`config.mk`:
```
export PLATFORM = sky130hd
export DESIGN_NAME = calib_divider
export DESIGN_NICKNAME = d
export VERILOG_FILES = /design/src/rtl/cal_pkg.sv /design/src/rtl/cal_ratio_sel.sv /design/src/rtl/cal_skew_ctl.sv /design/src/rtl/cal_half_div.sv /design/src/rtl/calib_divider.sv
export SDC_FILE = /design/constraint.sdc
export NUM_CORES = 1
export LEC_CHECK = 0
export BUFFER_PORTS_ARGS = -buffer_cell sky130_fd_sc_hd__buf_2
export CAP_MARGIN = 10
export CORE_ASPECT_RATIO = 2
export CORE_MARGIN = 2
export CORE_UTILIZATION = 35
export CTS_CLUSTER_SIZE = 24
export DETAILED_ROUTE_END_ITERATION = 7
export PLACE_DENSITY = 0.6
export SLEW_MARGIN = 20
export SYNTH_ARGS = -nofsm -noshare
export SYNTH_HDL_FRONTEND = slang
export SYNTH_SLANG_ARGS = --single-unit
```
`constraint.sdc`:
```
create_clock -name clk -period 2.2 [get_ports clk]
set_input_delay 0.33 -clock clk [delete_from_list [all_inputs] [get_ports clk]]
set_output_delay 0.33 -clock clk [all_outputs]
set_load 0.01 [all_outputs]
```
`src/rtl/cal_pkg.sv`:
```
package cal_pkg;

  typedef enum logic {
    PH_PLAIN = 1'b0,
    PH_SKEW  = 1'b1
  } skew_phase_e;

  function automatic int unsigned step_mantissa(input int unsigned rem);
    case (rem)
      0:       return 1;
      1:       return 2;
      default: return 5;
    endcase
  endfunction

endpackage

```
`src/rtl/cal_ratio_sel.sv`:
```
module cal_ratio_sel #(
  parameter int CODE_W    = 5,
  parameter int DECADES   = 6,
  parameter int SLOW_CODE = 2,
  parameter int HW        = 20
) (
  input  logic [CODE_W-1:0] code_i,
  output logic [HW-1:0]     half_o
);
  localparam int unsigned MAX_STEP  = 3 * DECADES;
  localparam int unsigned FAST_CODE = SLOW_CODE + MAX_STEP;

  function automatic logic [HW-1:0] calc_half(input int unsigned st);
    int unsigned v;
    v = cal_pkg::step_mantissa(st % 3);
    for (int d = 0; d < DECADES; d++) begin
      if (d < int'(st / 3)) v = v * 10;
    end
    return HW'(v);
  endfunction

  int unsigned code_u;
  int unsigned step;

  always_comb begin
    code_u = 32'(code_i);
    if (code_u <= SLOW_CODE)      step = MAX_STEP;
    else if (code_u >= FAST_CODE) step = 0;
    else                          step = FAST_CODE - code_u;
    half_o = calc_half(step);
  end

endmodule

```
`src/rtl/cal_skew_ctl.sv`:
```
module cal_skew_ctl #(
  parameter int SKEW_TICKS = 2
) (
  input  logic clk,
  input  logic rst_n,
  input  logic tick_i,
  input  logic chop_i,
  input  logic sgl_i,
  input  logic eos_i,
  output logic stall_o
);
  import cal_pkg::*;

  localparam int SW = $clog2(SKEW_TICKS + 1);

  skew_phase_e phase_q, phase_d;
  logic [SW-1:0] stall_q, stall_d;
  logic qual;
  logic stall_en;

  assign qual    = eos_i && chop_i && !sgl_i;
  assign stall_o = (stall_q != '0);

  always_comb begin
    phase_d  = phase_q;
    stall_d  = stall_q;
    stall_en = 1'b0;
    if (qual) begin
      phase_d = (phase_q == PH_PLAIN) ? PH_SKEW : PH_PLAIN;
      if (phase_q == PH_SKEW) begin
        stall_d  = SW'(SKEW_TICKS);
        stall_en = 1'b1;
      end
    end
    if (!stall_en && tick_i && stall_o) begin
      stall_d  = stall_q - 1'b1;
      stall_en = 1'b1;
    end
  end

  always_ff @(posedge clk or negedge rst_n) begin
    if (!rst_n) begin
      phase_q <= PH_PLAIN;
      stall_q <= '0;
    end else begin
      if (qual)     phase_q <= phase_d;
      if (stall_en) stall_q <= stall_d;
    end
  end

  // a strobe that does not qualify starts no skew and keeps the phase
  p_ignore_strobe_r7: assert property (@(posedge clk) disable iff (!rst_n)
    (eos_i && !(chop_i && !sgl_i) && !stall_o) |=> (!stall_o && $stable(phase_q)));

  // a qualifying strobe in the skew phase starts a stall
  p_skew_start_r6: assert property (@(posedge clk) disable iff (!rst_n)
    (qual && phase_q == PH_SKEW) |=> stall_o);

endmodule

```
`src/rtl/cal_half_div.sv`:
```
module cal_half_div #(
  parameter int HW = 20
) (
  input  logic          clk,
  input  logic          rst_n,
  input  logic          tick_i,
  input  logic          stall_i,
  input  logic [HW-1:0] half_i,
  output logic          cal_o
);
  logic [HW-1:0] cnt_q, cnt_d;
  logic          out_q, out_d;
  logic          adv;

  assign adv   = tick_i && !stall_i;
  assign cal_o = out_q;

  always_comb begin
    cnt_d = cnt_q;
    out_d = out_q;
    if (cnt_q >= half_i - 1'b1) begin
      cnt_d = '0;
      out_d = ~out_q;
    end else begin
      cnt_d = cnt_q + 1'b1;
    end
  end

  always_ff @(posedge clk or negedge rst_n) begin
    if (!rst_n) begin
      cnt_q <= '0;
      out_q <= 1'b0;
    end else if (adv) begin
      cnt_q <= cnt_d;
      out_q <= out_d;
    end
  end

  // the output moves only on a tick
  p_tick_only_r2: assert property (@(posedge clk) disable iff (!rst_n)
    !tick_i |=> $stable(cal_o));

  // the output holds while the skew stalls the divider
  p_stall_hold_r8: assert property (@(posedge clk) disable iff (!rst_n)
    stall_i |=> $stable(cal_o));

endmodule

```
`src/rtl/calib_divider.sv`:
```
module calib_divider #(
  parameter int CODE_W     = 5,
  parameter int DECADES    = 6,
  parameter int SLOW_CODE  = 2,
  parameter int SKEW_TICKS = 2
) (
  input  logic              clk,
  input  logic              rst_n,
  input  logic              tick_en,
  input  logic [CODE_W-1:0] speed_code,
  input  logic              chop_mode,
  input  logic              single_seq,
  input  logic              sweep_end,
  output logic              cal_out
);
  localparam int HW        = $clog2(10 ** DECADES + 1);
  localparam int FAST_CODE = SLOW_CODE + 3 * DECADES;

  logic          rst_meta_q, rst_sync_q;
  logic [HW-1:0] half;
  logic          stall;

  always_ff @(posedge clk or negedge rst_n) begin
    if (!rst_n) begin
      rst_meta_q <= 1'b0;
      rst_sync_q <= 1'b0;
    end else begin
      rst_meta_q <= 1'b1;
      rst_sync_q <= rst_meta_q;
    end
  end

  cal_ratio_sel #(
    .CODE_W(CODE_W), .DECADES(DECADES), .SLOW_CODE(SLOW_CODE), .HW(HW)
  ) u_ratio (
    .code_i(speed_code),
    .half_o(half)
  );

  cal_skew_ctl #(.SKEW_TICKS(SKEW_TICKS)) u_skew (
    .clk(clk), .rst_n(rst_sync_q), .tick_i(tick_en), .chop_i(chop_mode),
    .sgl_i(single_seq), .eos_i(sweep_end), .stall_o(stall)
  );

  cal_half_div #(.HW(HW)) u_div (
    .clk(clk), .rst_n(rst_sync_q), .tick_i(tick_en), .stall_i(stall),
    .half_i(half), .cal_o(cal_out)
  );

  // at the fast limit every unstalled tick flips the output
  p_fast_toggle_r5: assert property (@(posedge clk) disable iff (!rst_sync_q)
    (tick_en && !stall && 32'(speed_code) >= FAST_CODE) |=> (cal_out != $past(cal_out)));

  // the output is low while the internal reset is held
  p_reset_low_r1: assert property (@(posedge clk)
    !rst_sync_q |-> !cal_out);

endmodule

```
==> summary.md, run 1 <==
| Metric | Value |
|---|---|
| Clock network power share | `~2.2%` |
| ANT cells | `0` |
| Crit. End Element | `register` |
| Avg Synthesized Cell Area | `between 7 and 8 um2` |
| EDFF count, synth | `0` |
| Clock Path Buffers | `2` |
| Class of the most critical setup path | `in2reg` |
| Hold Vio Cnt, Final | `0` |
| Asr flop ratio synth | `100%` |
| Final-layout fill cell count | `roughly 1.8k` |
| Period utilization | `554%` |
| TritonCTS clock tree | `done` |
| Max Cap Viol | `0` |
| Area Growth Syn to Fin | `63.2%` |
| Max Slew Vio Count | `0` |
| Std-Cell Rows | `74` |
| Placer's final routability congestion estimate | `roughly 0.89` |
| Die H | `roughly 210 um` |
| RSZ-0062 raised after global routing | `true` |
| Vias in the first global route | `approximately 9.3k` |
| Final core occ | `around 58%` |
| Switch share | `about 45%` |
| Die footprint | `~22000 um2` |
| Pin count of the biggest net entering global routing | `26` |
| Cell area after layout | `about 12000 um2` |
| Initial Util | `around 35%` |
| Setup crit start kind | `input pin` |
| Share of layout cells above drive strength 1 | `a little under half` |
| Final setup vio count | `21` |
| Post-route setup slack | `-9980 ps` |
| Final hold slack | `between 200 and 250 ps` |
| Ys flop type | `dfrtp_1` |
| Synth Instances | `slightly above 900` |
| Clk_lat worst skew | `260 ps` |
| Post-DR vias/cell | `5.54` |
| Tot GR Track Use | `23.9%` |
| Comb power frac | `94.9%` |
| Total number of vias | `~9k` |
| Hold Path Class | `reg2async` |
| Routed WL per cell | `17.0 um` |
| Fin crit period | `about 12000 ps` |
| Clk sink count | `26` |
| Netlist cell types | `86` |
| Core area | `20300 um2` |
| Commonest non-fill, non-tap cell in the layout | `buf_4` |
| CTS root buf | `clkbuf_16` |
| Syn Std Cell Area | `around 7200 um2` |
| Post-synthesis sequential area ratio | `9.08%` |
| Post-Place Setup Slack | `-10790 ps` |
| Hpwl dp | `between 20000 and 25000 um` |
| Global-route wire length before repair | `around 42000 um` |
| PwrDens | `between 1500 and 2000 nW/um2` |
| Initial drt markers | `between 200 and 250` |
| Post-route ant nets | `0` |
| Initial antenna violation count | `0` |
| Post-Route WL | `approximately 27000 um` |
| Num CTS Buffers | `3` |
| Leakage power total | `5.73 nW` |
| Cell internal pwr | `between 10 and 15 mW` |
| Die width | `between 100 and 150 um` |
| Worst EP required | `between 2000 and 2500 ps` |
| CP max stage cell | `fa_2` |
| Remaining DRCs | `0` |
| H-tree levels | `1` |
| Placed cell area | `between 10000 and 15000 um2` |
| FF+latch count, synth | `26` |
| Port buffer count | `11` |
| Clock skew | `approximately 6.6 ps` |
| Initial DRT Pass Iterations | `5` |
| Critical path's largest stage delay | `570 ps` |
| CP max FO | `5` |
| Violated checks | `negative setup slack` |
| Commonest cells after routing, fill and taps aside | `389 x buf_4, 100 x ha_1, 74 x nor2_1, 68 x nand2_1, 40 x o21ai_0` |
| Ports | `12` |
| Status | `finished with violations` |
| Layout net count | `1475` |
| Part of the power in registers | `2.9%` |
| CTS clk-pin slew, worst paths | `about 70 ps` |
| Synth warnings | `0` |
| Cell mode on critical path | `ha_4` |
| Crit path DAT | `~12000 ps` |
| Peak VDD IR | `0.868 mV` |
| Max Clk Rate | `roughly 80 MHz` |
| Switch Pwr | `around 9.2 mW` |
| Total gr overflow | `0` |
## power by group through the flow
stage	registers (mW)	clock network [mW]	logic, mW
finish	0.601	0.451	19.6
global route	0.608	0.463	21.2
CTS	0.602	0.453	18.5
detailed placement	0.609	0	16.8
global placement	0.606	0	16.6
floorplan	0.618	0	9.49
## layout make-up
class | instances | area [um2] | area share [%]
well taps | 266 | 333 | 2.85
repair buffers | 407 | 3070 | 26.2
clock buffers | 4 | 88.8 | 0.759
flip-flops and latches | 26 | 651 | 5.56
multi-input cells | 846 | 7410 | 63.4
inverters | 33 | 144 | 1.23
## sequential cells by signal, indices dropped and copies added, names as in the netlist
| name | cells |
|---|---|
| u_div.cnt_q | 20 |
| u_skew.stall_q | 2 |
| rst_meta_q | 1 |
| rst_sync_q | 1 |
| u_div.cal_o | 1 |
| u_skew.phase_q | 1 |
## what timing repair did
item / in CTS / in global routing
resized for setup: 75 / 64
endpoints found under the hold margin: 2 / 0
pin swaps: 70 / 44
gates cloned: 2 / 0
setup endpoints to repair: 21 / 21
setup buffers: 23 / 12
hold buffers: 1 / 0
## metrics by stage
stage,total power [mW],std cells,TNS [ps]
2_1_floorplan,10.1,932,-207920
3_3_place_gp,17.2,1540,-218160
3_5_place_dp,17.4,1540,-222630
4_1_cts,19.5,1570,-204900
5_1_grt,22.2,1582,-218540
6_report,20.7,1582,-207430
## logic make-up (layout without fill, tap and decap cells)
family / Yosys count / after routing / share of synthesized area [%]
xor gates and xnor gates: 70 / 70 / 8.55
other: 2 / 4 / 0.105
DFF: 26 / 26 / 9.08
adders and majority gates: 147 / 147 / 26.2
buffers and inverters: 61 / 444 / 3.70
AOI/OAI and AO/OA: 273 / 273 / 26.0
muxes: 18 / 18 / 2.81
and+or+nand+nor: 333 / 334 / 23.6
## routing by layer
| layer | wire (um) | vias to the layer above | GRT usage (%) | share of wire [%] |
|---|---|---|---|---|
| li1 | - | 4237 | - | - |
| met1 | 8380 | 4173 | 18.7 | 31 |
| met2 | 16000 | 216 | 52.9 | 60 |
| met3 | 446 | 131 | 0.978 | 1.7 |
| met4 | 2020 | 0 | 16.5 | 7.5 |
| met5 | 0 | - | 0 | 0 |
## worst max-delay path: cells and delay by family
kind                     cells  cell delay (ps)
AO/OA/AOI/OAI               22             3410
buffers and inverters        9              820
multiplexers                 3              560
AND/OR/NAND/NOR             20             2690
adder cells (fa/ha/maj)     15             3630
XOR/XNOR                     5              880
## worst paths after layout
check / start / end / slack [ps] / cells past startpoint
setup / recovery: speed_code[0] / u_div.cnt_q[16] / -9980 / 74
hold / removal: rst_sync_q / u_div.cnt_q[18] / 240 / 1
setup reg to reg: u_div.cnt_q[0] / u_div.cnt_q[16] / -570 / 14
hold reg to reg: rst_sync_q / u_div.cnt_q[18] / 240 / 1
max in group asynchronous: rst_sync_q / u_div.cnt_q[10] / 1710 / 1
min in group clk: rst_meta_q / rst_sync_q / 350 / 0
## cell usage after synthesis, drive strengths merged (5+ instances only)
library cell  count  area share, %
nand3b            5           0.52
clkbuf           12           0.63
o21ai            67            4.7
nor2b             9           0.79
nor2             90            4.8
a21oi            56            4.0
nor3             29            2.2
inv              33            1.8
o31ai             6           0.63
o41ai             5           0.72
nand3            31            2.2
a41oi             5           0.61
dfrtp            26            9.1
mux2i            11            1.7
xor2             33            4.0
and3             16            1.4
a211oi           18            2.0
nand4             8           0.70
or2               9           0.79
o211ai            8            1.0
o21a             10            1.1
a211o             6           0.73
a2111oi           5           0.79
nand2b           19            1.7
o21bai            9           0.94
a21o             27            2.8
xnor2            37            4.5
nand2            74            3.9
mux2              7            1.1
fa                5            1.4
ha              142             25
buf              16            1.3
a31oi            20            2.0
and2             15            1.3
nor4              8           0.91
or3               9           0.86
Note: power is estimated with default switching activity, not from simulation.
==> run 2: changes to the inputs <==
--- a/config.mk
+++ b/config.mk
@@ -8,11 +8,10 @@
 export BUFFER_PORTS_ARGS = -buffer_cell sky130_fd_sc_hd__buf_2
 export CAP_MARGIN = 10
 export CORE_ASPECT_RATIO = 2
-export CORE_MARGIN = 2
 export CORE_UTILIZATION = 35
 export CTS_CLUSTER_SIZE = 24
 export DETAILED_ROUTE_END_ITERATION = 7
-export PLACE_DENSITY = 0.6
+export PLACE_DENSITY = 0.52
 export SLEW_MARGIN = 20
 export SYNTH_ARGS = -nofsm -noshare
 export SYNTH_HDL_FRONTEND = slang
==> constraint.sdc (replaced) <==
create_clock -name clk -period 2.2 [get_ports clk]
set_input_delay 0.22 -clock clk [delete_from_list [all_inputs] [get_ports clk]]
set_output_delay 0.22 -clock clk [all_outputs]
set_load 0.01 [all_outputs]
==> summary.md, run 2 (synthesis results as in run 1) <==
| Metric | Value |
|---|---|
| Clock Path Buffers | `2` |
| Core area | `between 20000 and 25000 um2` |
| Vias in the first global route | `~9.3k` |
| Storage element area | `651 um2` |
| Total number of vias | `between 8k and 9k` |
| ANT cells | `0` |
| Initial DRT Pass Iterations | `6` |
| RSZ-0062 raised after global routing | `true` |
| Pin count of the biggest net entering global routing | `26` |
| Post-route ant nets | `0` |
| Leakage power total | `a little under 6 nW` |
| Violated checks | `negative setup slack` |
| Multi-input gate area | `roughly 7500 um2` |
| Die width | `approximately 100 um` |
| Crit path DAT | `between 10000 and 15000 ps` |
| PwrDens | `between 1500 and 2000 nW/um2` |
| Hold Vio Cnt, Final | `0` |
| Remaining DRCs | `0` |
| Final hold slack | `~230 ps` |
| Max transition margin | `a little over three fifths` |
| Critical path's largest stage delay | `450 ps` |
| Total gr overflow | `0` |
| Share of layout cells above drive strength 1 | `approximately 47%` |
| Layout net count | `around 1.5k` |
| Crit. End Element | `register` |
| Met3 usage | `under 10%` |
| Max reg flops | `20` |
| Max Clk Rate | `82.2 MHz` |
| Hold Path Class | `reg2async` |
| H-tree levels | `1` |
| Class of the most critical setup path | `in2reg` |
| Status | `finished with violations` |
| Peak VDD IR | `~0.84 mV` |
| CTS clk-pin slew, worst paths | `~70 ps` |
| CTS root buf | `clkbuf_16` |
| Post-DR vias/cell | `around 5.4` |
| Commonest non-fill, non-tap cell in the layout | `buf_4` |
| Largest Register | `u_div.cnt_q` |
| Clock skew | `approximately 3.6 ps` |
| Setup slack, reg-to-reg | `-540 ps` |
| Die H | `between 200 and 250 um` |
| TritonCTS clock tree | `done` |
| Clk sink count | `26` |
| Initial drt markers | `~220` |
| Clk_lat worst skew | `roughly 270 ps` |
| Area Growth Syn to Fin | `66.3%` |
| Met1 usage | `between 20% and 30%` |
| CP max FO | `5` |
| Final-layout fill cell count | `1840` |
| Post-Route WL | `27200 um` |
| Setup crit start kind | `input pin` |
| Tot GR Track Use | `a little over a quarter` |
| Fin crit period | `12170 ps` |
| Period utilization | `553%` |
| Std-Cell Rows | `73` |
| Max Slew Vio Count | `0` |
| Final setup vio count | `21` |
| Placer's final routability congestion estimate | `0.874` |
| Ports | `12` |
| Initial Util | `between 30 and 40%` |
| Post-route setup slack | `-9970 ps` |
| Die footprint | `roughly 21000 um2` |
| Final core occ | `about three fifths` |
| Port buffer count | `11` |
| Global-route wire length before repair | `around 43000 um` |
| Num CTS Buffers | `3` |
| Routed WL per cell | `17.1 um` |
| Largest regs | `u_div.cnt_q (20), u_skew.stall_q (2)` |
| Cell mode on critical path | `ha_4` |
| Worst EP required | `roughly 2400 ps` |
| Worst-margin pin slew | `between 500 and 600 ps` |
| GR peak layer | `met2` |
| Hpwl dp | `~23000 um` |
| Initial antenna violation count | `0` |
| Commonest cells after routing, fill and taps aside | `402 x buf_4, 103 x ha_1, 74 x nor2_1, 69 x nand2_1, 40 x o21ai_0` |
| Max Cap Viol | `0` |
| CP max stage cell | `fa_2` |
| M2 GR Usage | `a little under three fifths` |
-- run 2: final timing paths --
| check | cells past startpoint | from | end |
|---|---|---|---|
| worst min-delay path | 1 | rst_sync_q | u_div.cnt_q[18] |
| max in group asynchronous | 1 | rst_sync_q | u_div.cnt_q[4] |
| min in group clk | 3 | tick_en | u_div.cnt_q[1] |
| worst max-delay path | 70 | speed_code[0] | u_div.cal_o |
| worst max register to register | 15 | u_div.cnt_q[0] | u_div.cal_o |
| worst min register to register | 1 | rst_sync_q | u_div.cnt_q[18] |
-- run 2: through the flow --
stage / TNS [ps] / power, mW / worst slack [ps] / std cells / area (um2)
CTS: -201760 / 19.8 / -9730 / 1579 / 11500
finish: -207120 / 20.8 / -9970 / 1593 / 11900
floorplan: -205610 / 10.1 / -9920 / 932 / 7760
global placement: -220000 / 17.5 / -10630 / 1542 / 10700
detailed placement: -221850 / 17.6 / -10740 / 1542 / 10700
global route: -220220 / 22.5 / -10600 / 1593 / 11900
-- run 2: power breakdown --
part           internal (mW)  switching (mW)
combinational           10.7            8.96
sequential             0.553          0.0467
clock                  0.363           0.183
-- run 2: repair_timing --
| action | 4_1_cts | 5_1_grt |
|---|---|---|
| pin swaps | 77 | 63 |
| resized for setup | 94 | 59 |
| gates cloned | 2 | 0 |
| endpoints found under the setup margin | 21 | 21 |
| setup buffers | 30 | 18 |
| hold endpoints to repair | 2 | 0 |
| hold buffers | 1 | 0 |
-- run 2: critical path, delay by kind of cell --
kind            cells  cell delay, ps
compound gates     20            3620
buf+inv            13            1440
fa+ha+maj          14            3710
mux                 2             260
simple gates       17            2500
xor+xnor            4             560
-- run 2: cell type report --
| class | instances | share of cell area [%] |
|---|---|---|
| repair buffers | 422 | 27.1 |
| clock inverters | 1 | 0.252 |
| flip-flops and latches | 26 | 5.46 |
| well taps | 262 | 2.75 |
| inverters | 33 | 1.17 |
| clock buffers | 3 | 0.630 |
| multi-input cells | 846 | 62.6 |
-- run 2: routing by layer --
| metal | routed length [um] | share of wire, % | vias up |
|---|---|---|---|
| met3 | 330 | 1.2 | 102 |
| met4 | 1830 | 6.7 | 0 |
| met1 | 8610 | 32 | 4092 |
| met5 | 0 | 0 | - |
| met2 | 16400 | 60 | 162 |
| li1 | - | - | 4276 |
==> run 3: changes to the inputs <==
--- a/config.mk
+++ b/config.mk
@@ -8,10 +8,10 @@
 export BUFFER_PORTS_ARGS = -buffer_cell sky130_fd_sc_hd__buf_2
 export CAP_MARGIN = 10
 export CORE_ASPECT_RATIO = 2
-export CORE_UTILIZATION = 35
+export CORE_UTILIZATION = 64
 export CTS_CLUSTER_SIZE = 24
 export DETAILED_ROUTE_END_ITERATION = 7
-export PLACE_DENSITY = 0.52
+export PLACE_DENSITY = 0.84
 export SLEW_MARGIN = 20
 export SYNTH_ARGS = -nofsm -noshare
 export SYNTH_HDL_FRONTEND = slang
==> summary.md, run 3 <==
| Metric | Value |
|---|---|
| Cell taking the most area after synthesis | `ha_1` |
| Netlist cell types | `86` |
| Synth Instances | `930` |
| Synth warnings | `0` |
| Die H | `about 150 um` |
| Std-Cell Rows | `54` |
| Placer's final routability congestion estimate | `1.05` |
| Clk sink count | `26` |
| Ys flop type | `dfrtp_1` |
| Status | `aborted with a tool error` |
| Die width | `between 70 and 80 um` |
| Post-cts sizing count | `between 100 and 150` |
| Hold_buf cts | `1` |
| Hpwl dp | `approximately 28000 um` |
| Clock Path Buffers | `2` |
| Num CTS Buffers | `3` |
| Post-synthesis sequential area ratio | `9.08%` |
| Fail Step | `4_1_cts` |
| Asr flop ratio synth | `100%` |
| Most common cell in the netlist | `ha_1` |
| Synth top cells by count | `142 x ha_1, 88 x nor2_1, 72 x nand2_1` |
| Tool error | `[ERROR DPL-0038] Utilization greater than 100%, impossible to legalize` |
| Ports | `12` |
| Syn Std Cell Area | `7170 um2` |
| H-tree levels | `1` |
| Avg Synthesized Cell Area | `approximately 7.7 um2` |
| FF+latch count, synth | `26` |
| EDFF count, synth | `0` |
| CTS root buf | `clkbuf_16` |
| Initial Util | `roughly two thirds` |
| Synth area leaders | `ha_1 25%, dfrtp_1 9.1%, nor2_1 4.6%` |
| Top cell type's share of synthesized area | `~25%` |
| Setup repair bufs after CTS | `52` |
| Port buffer count | `11` |
run 3: cell counts after synthesis:
Identical to the previous run, type by type.
run 3: kinds of logic after synthesis:
kind of cell,after synthesis,synth area share [%]
adder cells (fa/ha/maj),147,26.2
multiplexers,18,2.81
AO/OA/AOI/OAI,273,26.0
buffers and inverters,61,3.70
AND/OR/NAND/NOR,333,23.6
other,2,0.105
flip-flops,26,9.08
XOR/XNOR,70,8.55
run 3: per-stage QoR:
step	area (um2)	TNS (ps)	util [%]	std cells	setup slack, ps
2_1_floorplan	7760	-205610	-	932	-9920
3_3_place_gp	10300	-213130	94.7	1388	-10320
3_5_place_dp	10300	-248410	94.7	1388	-12010
==> run 4: changes to the inputs <==
--- a/config.mk
+++ b/config.mk
@@ -7,11 +7,9 @@
 export LEC_CHECK = 0
 export BUFFER_PORTS_ARGS = -buffer_cell sky130_fd_sc_hd__buf_2
 export CAP_MARGIN = 10
-export CORE_ASPECT_RATIO = 2
-export CORE_UTILIZATION = 64
-export CTS_CLUSTER_SIZE = 24
+export CORE_UTILIZATION = 40
 export DETAILED_ROUTE_END_ITERATION = 7
-export PLACE_DENSITY = 0.84
+export PLACE_DENSITY_LB_ADDON = 0.15
 export SLEW_MARGIN = 20
 export SYNTH_ARGS = -nofsm -noshare
 export SYNTH_HDL_FRONTEND = slang
==> summary.md, run 4 (synthesis results as in run 1) <==
| Metric | Value |
|---|---|
| Met2 wire len | `about 12000 um` |
| Power, Total | `~20 mW` |
| Violated checks | `negative setup slack` |
| Post-DR vias/cell | `between 5 and 6` |
| Pin count of the biggest net entering global routing | `25` |
| PwrDens | `~1800 nW/um2` |
| Reg2Reg Depth | `12` |
| H-tree levels | `1` |
| Largest Register | `u_div.cnt_q` |
| CTS root buf | `clkbuf_16` |
| Tot GR Track Use | `between 20 and 30%` |
| RR Startpoint | `u_div.cnt_q[0]` |
| Largest regs | `u_div.cnt_q (20), u_skew.stall_q (2)` |
| ANT cells | `0` |
| Clock skew | `3.21 ps` |
| Post-route setup slack | `-9530 ps` |
| Post-Route WL | `approximately 25000 um` |
| Post-route ant nets | `0` |
| Crit. End Element | `register` |
| Critical path's largest stage delay | `approximately 540 ps` |
| Ports | `12` |
| Initial Util | `between 40% and 50%` |
| Setup slack, reg-to-reg | `-300 ps` |
| Hold Path Class | `reg2async` |
| Total number of vias | `approximately 8.4k` |
| Reg2reg end | `u_div.cnt_q[14]` |
| Met1 WL | `11400 um` |
| Clk_lat worst skew | `roughly 270 ps` |
| CP max stage cell | `fa_2` |
| Status | `finished with violations` |
| Crit path DAT | `around 12000 ps` |
| Die H | `between 100 and 150 um` |
| Clk sink count | `26` |
| Cell mode on critical path | `ha_4` |
| Max Cap Viol | `0` |
| Peak VDD IR | `between 0.8 and 0.9 mV` |
| Remaining DRCs | `0` |
| Max reg flops | `20` |
| Initial antenna violation count | `0` |
| Fin crit period | `11730 ps` |
| Initial DRT Pass Iterations | `5` |
| CTS clk-pin slew, worst paths | `about 70 ps` |
| Worst-margin pin slew | `~600 ps` |
| Vias in the first global route | `approximately 8k` |
| Commonest cells after routing, fill and taps aside | `385 x buf_4, 107 x ha_1, 81 x nor2_1, 69 x nand2_1, 41 x a21oi_1` |
| Setup crit start kind | `input pin` |
| Final setup vio count | `21` |
| Period utilization | `533%` |
| Class of the most critical setup path | `in2reg` |
| Hold Vio Cnt, Final | `0` |
| Std-Cell Rows | `48` |
| Global-route wire length before repair | `around 40000 um` |
| Initial drt markers | `416` |
| Clock Path Buffers | `2` |
| Final hold slack | `239 ps` |
| Max Slew Vio Count | `0` |
| Layout net count | `approximately 1.5k` |
| TritonCTS clock tree | `done` |
| Leakage power total | `roughly 5.7 nW` |
| Routed WL per cell | `roughly 16 um` |
| Die footprint | `18500 um2` |
| Worst EP required | `between 2000 and 2500 ps` |
| DR top layer | `met4` |
| Share of layout cells above drive strength 1 | `43.9%` |
| Max transition margin | `58.5%` |
| Area Growth Syn to Fin | `59.8%` |
| Die width | `between 100 and 150 um` |
| RSZ-0062 raised after global routing | `true` |
| Met3 WL post-DR | `772 um` |
| Hpwl dp | `around 20000 um` |
| Total gr overflow | `0` |
| Port buffer count | `11` |
| Max Clk Rate | `85.2 MHz` |
| Placer's final routability congestion estimate | `0.937` |
| Commonest non-fill, non-tap cell in the layout | `buf_4` |
| Num CTS Buffers | `3` |
| Core area | `roughly 17000 um2` |
| CP max FO | `8` |
[run 4: worst max path at each step]
stage	startpoint	end	slack [ps]	depth (start not counted)
2_1_floorplan	speed_code[1]	u_div.cnt_q[14]	-9920	70
3_3_place_gp	speed_code[0]	u_div.cnt_q[12]	-10170	66
3_5_place_dp	speed_code[0]	u_div.cnt_q[12]	-10410	67
4_1_cts	speed_code[0]	u_div.cnt_q[0]	-9550	71
5_1_grt	speed_code[0]	u_div.cnt_q[18]	-10210	68
6_report	speed_code[0]	u_div.cnt_q[14]	-9530	71
[run 4: stage by stage]
stage | cell area [um2] | std cells | util (%) | setup slack (ps) | TNS [ps]
2_1_floorplan | 7760 | 932 | - | -9920 | -205610
3_3_place_gp | 10500 | 1484 | 60.3 | -10170 | -210630
3_5_place_dp | 10500 | 1484 | 60.3 | -10410 | -214840
4_1_cts | 11100 | 1520 | 64.0 | -9550 | -198640
5_1_grt | 11400 | 1537 | 65.7 | -10210 | -211850
6_report | 11400 | 1537 | 65.7 | -9530 | -198200
[run 4: layout make-up]
type                            count  area, um2
Clock buffer                        4       88.8
Multi-Input combinational cell    845       7230
Sequential cell                    26        651
Inverter                           33        144
Fill cell                        1472       5970
Tap cell                          225        282
Timing Repair Buffer              404       3060
[run 4: where the power goes]
part	leakage, nW	total [mW]	switching, mW	internal [mW]
logic	5.27	19.1	8.53	10.5
clock network	0.0442	0.463	0.183	0.279
registers	0.345	0.605	0.0520	0.553
total	5.66	20.1	8.77	11.4
[run 4: per-layer routing]
metal | GRT usage (%) | up-vias
li1 | - | 4237
met1 | 34.7 | 3945
met2 | 46.8 | 154
met3 | 2.76 | 38
met4 | 8.02 | 0
met5 | 0 | -
[run 4: worst max-delay path, delay by kind of cell]
family	cells	cell delay, ps
XOR/XNOR	5	770
adder cells (fa/ha/maj)	15	3880
AND/OR/NAND/NOR	20	2850
buffers and inverters	10	890
multiplexers	2	340
AO/OA/AOI/OAI	19	2900
[run 4: repair_timing]
action	4_1_cts	5_1_grt
setup endpoints to repair	21	21
endpoints found under the hold margin	2	0
hold buffers	1	0
pin swaps	77	37
resized for setup	69	39
setup buffers	32	17
